[config.mk]
export PLATFORM = sky130hd
export DESIGN_NAME = ser_eeprom_slave
export DESIGN_NICKNAME = d
export VERILOG_FILES = /design/src/rtl/ser_eeprom_pkg.sv /design/src/rtl/line_sync.sv /design/src/rtl/prog_timer.sv /design/src/rtl/eep_array.sv /design/src/rtl/ser_eeprom_slave.sv
export SDC_FILE = /design/constraint.sdc
export NUM_CORES = 2
export LEC_CHECK = 0
export ABC_AREA = 0
export BUFFER_PORTS_ARGS = -buffer_cell sky130_fd_sc_hd__buf_2
export CELL_PAD_IN_SITES_DETAIL_PLACEMENT = 1
export CELL_PAD_IN_SITES_GLOBAL_PLACEMENT = 1
export CORE_ASPECT_RATIO = 1.75
export CORE_UTILIZATION = 30
export DETAILED_ROUTE_END_ITERATION = 16
export GPL_TIMING_DRIVEN = 0
export PLACE_DENSITY = 0.59
export SYNTH_ARGS = -nofsm -noshare
export SYNTH_HDL_FRONTEND = slang
export SYNTH_SLANG_ARGS = --single-unit
[constraint.sdc]
create_clock -name clk -period 2.2 [get_ports clk]
set_input_delay 0.33 -clock clk [delete_from_list [all_inputs] [get_ports clk]]
set_output_delay 0.33 -clock clk [all_outputs]
set_load 0.005 [all_outputs]
[src/rtl/ser_eeprom_pkg.sv]
package ser_eeprom_pkg;

    // Bus-side phase of the target
    typedef enum logic [2:0] {
        ST_IDLE,   // not addressed, SDA released
        ST_RX,     // shifting in a byte from the master
        ST_ACK,    // holding SDA low for the ninth clock
        ST_TX,     // shifting out a byte to the master
        ST_MACK    // sampling the master's acknowledge
    } bus_st_e;

    // Meaning of the next byte received in a write
    typedef enum logic [1:0] {
        K_DEV,
        K_WORD,
        K_DATA
    } byte_kind_e;

endpackage

[src/rtl/line_sync.sv]
module line_sync #(
    parameter int W      = 2,
    parameter int STAGES = 2
) (
    input  logic         clk,
    input  logic         rst_n,
    input  logic [W-1:0] din,
    output logic [W-1:0] level_o,
    output logic [W-1:0] prev_o
);
    // STAGES synchronizing flops plus one more for edge detection
    logic [STAGES:0][W-1:0] pipe_q, pipe_d;

    always_comb begin
        pipe_d = {pipe_q[STAGES-1:0], din};
    end

    always_ff @(posedge clk or negedge rst_n) begin
        if (!rst_n) pipe_q <= '1;
        else        pipe_q <= pipe_d;
    end

    assign level_o = pipe_q[STAGES-1];
    assign prev_o  = pipe_q[STAGES];

endmodule

[src/rtl/prog_timer.sv]
module prog_timer #(
    parameter int CYCLES = 2000
) (
    input  logic clk,
    input  logic rst_n,
    input  logic start_i,
    output logic busy_o
);
    localparam int CW = $clog2(CYCLES + 1);

    logic [CW-1:0] cnt_q, cnt_d;

    always_comb begin
        cnt_d = cnt_q;
        if (start_i)          cnt_d = CW'(CYCLES);
        else if (cnt_q != '0) cnt_d = cnt_q - CW'(1);
    end

    always_ff @(posedge clk or negedge rst_n) begin
        if (!rst_n) cnt_q <= '0;
        else        cnt_q <= cnt_d;
    end

    assign busy_o = (cnt_q != '0);

    AST_BUSY_AFTER_COMMIT: assert property (@(posedge clk) disable iff (!rst_n)
        start_i |=> busy_o);

endmodule

[src/rtl/eep_array.sv]
module eep_array #(
    parameter int         ADDR_W = 7,
    parameter int         PAGE_W = 3,
    parameter logic [7:0] ERASED = 8'hFF
) (
    input  logic                         clk,
    input  logic                         rst_n,
    input  logic                         commit_i,
    input  logic [ADDR_W-PAGE_W-1:0]     page_i,
    input  logic [(1<<PAGE_W)-1:0][7:0]  data_i,
    input  logic [(1<<PAGE_W)-1:0]       mask_i,
    input  logic [ADDR_W-1:0]            rd_addr_i,
    output logic [7:0]                   rd_data_o
);
    localparam int DEPTH = 1 << ADDR_W;
    localparam int PAGE  = 1 << PAGE_W;

    logic [7:0] mem_q [DEPTH];

    always_ff @(posedge clk or negedge rst_n) begin
        if (!rst_n) begin
            for (int i = 0; i < DEPTH; i++) mem_q[i] <= ERASED;
        end else if (commit_i) begin
            for (int s = 0; s < PAGE; s++) begin
                if (mask_i[s]) mem_q[{page_i, PAGE_W'(s)}] <= data_i[s];
            end
        end
    end

    assign rd_data_o = mem_q[rd_addr_i];

    AST_COMMIT_CARRIES_DATA: assert property (@(posedge clk) disable iff (!rst_n)
        commit_i |-> (mask_i != '0));

endmodule

[src/rtl/ser_eeprom_slave.sv]
module ser_eeprom_slave
    import ser_eeprom_pkg::*;
#(
    parameter int         ADDR_W      = 7,
    parameter int         PAGE_W      = 3,
    parameter logic [6:0] DEV_ID      = 7'b1010000,
    parameter int         PROG_CYCLES = 2000
) (
    input  logic clk,
    input  logic rst_n,
    input  logic scl_i,
    input  logic sda_i,
    input  logic wr_allow_i,
    output logic sda_oe_o,
    output logic busy_o
);
    localparam int PAGE = 1 << PAGE_W;
    localparam int HI_W = ADDR_W - PAGE_W;

    typedef struct packed {
        bus_st_e                 st;
        byte_kind_e              kind;
        logic                    rw;
        logic [3:0]              bits;
        logic [7:0]              shreg;
        logic [ADDR_W-1:0]       ptr;
        logic                    oe;
        logic                    m_ack;
        logic                    has_data;
        logic [PAGE-1:0]         pvalid;
        logic [PAGE-1:0][7:0]    pbuf;
    } ctl_t;

    ctl_t q, d;

    // ---- line conditioning ----
    logic [1:0] lvl, prv;
    line_sync #(.W(2), .STAGES(2)) u_sync (
        .clk     (clk),
        .rst_n   (rst_n),
        .din     ({scl_i, sda_i}),
        .level_o (lvl),
        .prev_o  (prv)
    );

    logic scl_s, sda_s, scl_p, sda_p;
    assign scl_s = lvl[1];
    assign sda_s = lvl[0];
    assign scl_p = prv[1];
    assign sda_p = prv[0];

    logic scl_rise, scl_fall, start_det, stop_det;
    assign scl_rise  = scl_s & ~scl_p;
    assign scl_fall  = ~scl_s & scl_p;
    assign start_det = scl_s & scl_p & sda_p & ~sda_s;
    assign stop_det  = scl_s & scl_p & ~sda_p & sda_s;

    // ---- array and programming timer ----
    logic       commit;
    logic [7:0] rd_data;
    assign commit = stop_det & q.has_data;

    eep_array #(.ADDR_W(ADDR_W), .PAGE_W(PAGE_W), .ERASED(8'hFF)) u_array (
        .clk       (clk),
        .rst_n     (rst_n),
        .commit_i  (commit),
        .page_i    (q.ptr[ADDR_W-1:PAGE_W]),
        .data_i    (q.pbuf),
        .mask_i    (q.pvalid),
        .rd_addr_i (q.ptr),
        .rd_data_o (rd_data)
    );

    prog_timer #(.CYCLES(PROG_CYCLES)) u_timer (
        .clk     (clk),
        .rst_n   (rst_n),
        .start_i (commit),
        .busy_o  (busy_o)
    );

    // ---- next-state logic ----
    always_comb begin
        d = q;
        if (start_det) begin
            d.st       = ST_RX;
            d.kind     = K_DEV;
            d.bits     = '0;
            d.oe       = 1'b0;
            d.rw       = 1'b0;
            d.has_data = 1'b0;
            d.pvalid   = '0;
        end else if (stop_det) begin
            d.st       = ST_IDLE;
            d.oe       = 1'b0;
            d.has_data = 1'b0;
            d.pvalid   = '0;
        end else begin
            case (q.st)
                ST_RX: begin
                    if (scl_rise) begin
                        d.shreg = {q.shreg[6:0], sda_s};
                        d.bits  = q.bits + 4'd1;
                    end else if (scl_fall && q.bits == 4'd8) begin
                        d.st = ST_ACK;
                        d.oe = 1'b1;
                        case (q.kind)
                            K_DEV: begin
                                if (q.shreg[7:1] != DEV_ID || busy_o) begin
                                    d.st = ST_IDLE;
                                    d.oe = 1'b0;
                                end else begin
                                    d.rw   = q.shreg[0];
                                    d.kind = K_WORD;
                                end
                            end
                            K_WORD: begin
                                d.ptr  = q.shreg[ADDR_W-1:0];
                                d.kind = K_DATA;
                            end
                            default: begin
                                if (wr_allow_i) begin
                                    d.pbuf[q.ptr[PAGE_W-1:0]]   = q.shreg;
                                    d.pvalid[q.ptr[PAGE_W-1:0]] = 1'b1;
                                    d.has_data                  = 1'b1;
                                end
                                d.ptr[PAGE_W-1:0] = q.ptr[PAGE_W-1:0] + PAGE_W'(1);
                            end
                        endcase
                    end
                end
                ST_ACK: begin
                    if (scl_fall) begin
                        d.bits = '0;
                        if (q.rw) begin
                            d.st    = ST_TX;
                            d.shreg = rd_data;
                            d.oe    = ~rd_data[7];
                        end else begin
                            d.st = ST_RX;
                            d.oe = 1'b0;
                        end
                    end
                end
                ST_TX: begin
                    if (scl_rise) begin
                        d.bits = q.bits + 4'd1;
                    end else if (scl_fall) begin
                        if (q.bits == 4'd8) begin
                            d.st  = ST_MACK;
                            d.oe  = 1'b0;
                            d.ptr = q.ptr + ADDR_W'(1);
                        end else begin
                            d.shreg = {q.shreg[6:0], 1'b0};
                            d.oe    = ~q.shreg[6];
                        end
                    end
                end
                ST_MACK: begin
                    if (scl_rise) begin
                        d.m_ack = ~sda_s;
                    end else if (scl_fall) begin
                        if (q.m_ack) begin
                            d.st    = ST_TX;
                            d.bits  = '0;
                            d.shreg = rd_data;
                            d.oe    = ~rd_data[7];
                        end else begin
                            d.st = ST_IDLE;
                        end
                    end
                end
                default: ;
            endcase
        end
    end

    always_ff @(posedge clk or negedge rst_n) begin
        if (!rst_n) q <= '0;
        else        q <= d;
    end

    assign sda_oe_o = q.oe;

    // ---- checks ----
    AST_OE_MOVES_SCL_LOW: assert property (@(posedge clk) disable iff (!rst_n)
        !$stable(q.oe) |-> !$past(scl_s));

    AST_SILENT_WHILE_BUSY: assert property (@(posedge clk) disable iff (!rst_n)
        busy_o |-> !sda_oe_o);

    AST_PAGE_HI_FIXED: assert property (@(posedge clk) disable iff (!rst_n)
        (q.kind == K_DATA && !q.rw && $past(q.kind == K_DATA && !q.rw))
            |-> (q.ptr[ADDR_W-1:ADDR_W-HI_W] == $past(q.ptr[ADDR_W-1:ADDR_W-HI_W])));

    AST_NACK_RELEASE: assert property (@(posedge clk) disable iff (!rst_n)
        (q.st == ST_IDLE && $past(q.st) == ST_MACK) |-> !sda_oe_o);

endmodule

==> metrics <==
synth top area cells dfstp_2, mux2_2, mux4_2, dfrtp_1, nand2_1; GR Util All Layers 27.3%; initial antenna violation count 12; Pleak 26.2 nW; Final Cell Area 0.0655 mm²; Slew Limit Fails 0; Max Fanout on Critical Path 7; Port Buffers 6; asr flop ratio synth 100%; Final min period 2.98 ns; worst flop-to-flop path endpoint q[83]; die area 0.178 mm²; largest net degree at the start of global routing 169; initial core utilization 30.2%; reg2reg start q[75]; period utilization 135%; CTS H-tree lvls 3; final core utilization 37.5%; Hold Crit Class in2async; vias 33,700; Mapped Nets 3,385; Yosys top cell area share 51.2%; DP Worst Slack -2.15 ns; clock buffer depth 3; YS warnings 0; die width 319 µm; clk_lat worst skew 0.75 ns; DRC Markers 0; PwrDens 623 mW/mm²; EDFF count, synth 0; Synth Instances 3,375; Max VDD drop 623 µV; Yosys reg bits 1,141; Vias per Instance 5.55; syn avg cell area 15.7 µm²; # rows 203; Clock transition at path regs 0.07 ns; hpwl dp 171,000 µm; DRT Pass-1 Iters 8; status complete, but fails checks; non-filler cells, final 6,070; RSZ-0062 raised after global routing yes; sequential area share after synthesis 56.5%; Die Span Y 557 µm; Critical Path End Type register; fin nets 3,732; WL per Instance 40.2 µm; Worst Clk Skew 0.0352 ns; DRT iter0 DRCs 2,314; # setup viols final 1,001; remaining global-route overflow 0; Worst-Margin Slew 1.39 ns; Max-cap violations 0; Hold WS 0.0272 ns; Synth area leader dfstp_2; worst path required time 2.80 ns; prevailing post-synth register cell dfstp_2; total wire length 244,000 µm; Worst slew margin 7.35%; Root Driver clkbuf_16; Post-Place Cells 5,644; distinct cell type count after synthesis 64; type of origin of the critical path register; min setup slack post-route -0.781 ns; Final Hold Violating Endpoints 0; CTS tree yes; reg2reg path depth 10; first-pass GRT wire length 326,000 µm; Area Growth Syn to Fin 24.0%; gpl congestion 0.984; area of the core 0.175 mm²; crit path DAT 3.58 ns; vias in the first global route 36,200; Fmax achieved 335 MHz; area of placed instances 0.0560 mm²; setup slack, reg-to-reg -0.78 ns; layout cell share with drive strength beyond 1 83.4%; Cell Area, Synth 0.0529 mm²; failing checks negative setup slack; CTS buffer count 105; Final ANT Viol Nets 0; CP Class reg2reg; clock sink count 1,141; I/O Pins 7
power by group:
part | total, mW | internal [mW] | switching (mW)
clock network | 18.6 | 9.88 | 8.73
registers | 21.3 | 21.1 | 0.163
logic | 0.941 | 0.201 | 0.739
repair_timing:
| item | 4_1_cts | 5_1_grt |
|---|---|---|
| hold buffers | 5 | 1 |
| endpoints found under the setup margin | 1466 | 1323 |
| gates resized for setup | 767 | 112 |
| setup buffers | 164 | 68 |
| cloned | 14 | 6 |
| endpoints found under the hold margin | 67 | 39 |
| pin swaps | 44 | 42 |
critical path: stages, from the launching register on:
cell,delay [ns]
dfrtp_1,0.40
buf_12,0.20
buf_16,0.18
buf_16,0.19
buf_16,0.14
buf_12,0.10
mux4_2,0.60
mux2i_1,0.22
o22ai_2,0.13
o41ai_4,0.48
o32ai_2,0.13
kinds of logic after synthesis:
kind of cell / synth area share, %
compound gates: 2.88
xor+xnor: 0.133
fa+ha+maj: 0.118
buf+inv: 2.05
flops: 56.5
mux: 35.1
simple gates: 3.27
state kept, by name, summed over array words and instances, names as in the netlist:
signal          count
u_timer.cnt_q      11
u_sync.level_o      2
u_sync.pipe_d       2
q                  99
sda_oe_o            1
u_sync.prev_o       2
u_array.mem_q    1024
worst max-delay path by stage:
stage	endpoint	cells after the start	slack, ns	start
6_report	q[83]	10	-0.78	q[75]
5_1_grt	q[83]	10	-0.79	q[75]
4_1_cts	q[83]	10	-0.78	q[75]
3_5_place_dp	q[84]	9	-2.15	q[77]
3_3_place_gp	q[50]	1	-24.21	rst_n
2_1_floorplan	q[16]	12	-0.17	q[90]
placed cells by master (no fill, tap or decap), drive strengths merged, types with 13 or more instances in the layout:
cell type	instances
mux2i	72
nand2	203
clkbuf	268
nor2	65
nor3	14
dfrtp	111
buf	326
a22oi	39
clkinv	23
dfstp	1030
o21ai	45
mux4	247
mux2	1089
nand2b	13
and3	16
inv	16
a21oi	34
nand3	16
area by class of cell:
cell class	instances	area, µm²
Antenna cell	6	15.0
Buffer	192	2050
Clock buffer	160	3070
Clock inverter	34	292
Fill cell	17500	109000
Inverter	12	48.8
Multi-Input combinational cell	2022	24200
Sequential cell	1141	29800
Tap cell	2255	2820
Timing Repair Buffer	248	3150
cells in the mapped netlist, drive strengths merged, types with 7 or more instances:
| library cell | n |
|---|---|
| a211oi | 9 |
| a21o | 8 |
| a21oi | 34 |
| a221oi | 12 |
| a22oi | 39 |
| a31oi | 12 |
| and3 | 16 |
| buf | 92 |
| clkbuf | 109 |
| dfrtp | 111 |
| dfstp | 1030 |
| inv | 12 |
| mux2 | 1089 |
| mux2i | 72 |
| mux4 | 247 |
| nand2 | 203 |
| nand2b | 13 |
| nand3 | 16 |
| nand4 | 7 |
| nor2 | 64 |
| nor2b | 12 |
| nor3 | 14 |
| o211ai | 11 |
| o21ai | 45 |
| o221ai | 9 |
| o22ai | 12 |
metrics by stage:
stage          setup TNS [ns]  power, mW
6_report               -74.86       40.8
4_1_cts               -253.28       41.1
2_1_floorplan           -4.25       21.7
3_3_place_gp                -       22.3
3_5_place_dp         -1971.75       22.4
5_1_grt               -149.16       41.9
metal layers:
layer / vias up / part of all wire (%) / global-route usage [%]
li1: 13300 / - / -
met1: 18700 / 33 / 27.9
met2: 1087 / 50 / 47.2
met3: 604 / 3.2 / 2.80
met4: 2 / 14 / 29.2
met5: - / 0.0045 / 0
Note: power is estimated with default switching activity, not from simulation.
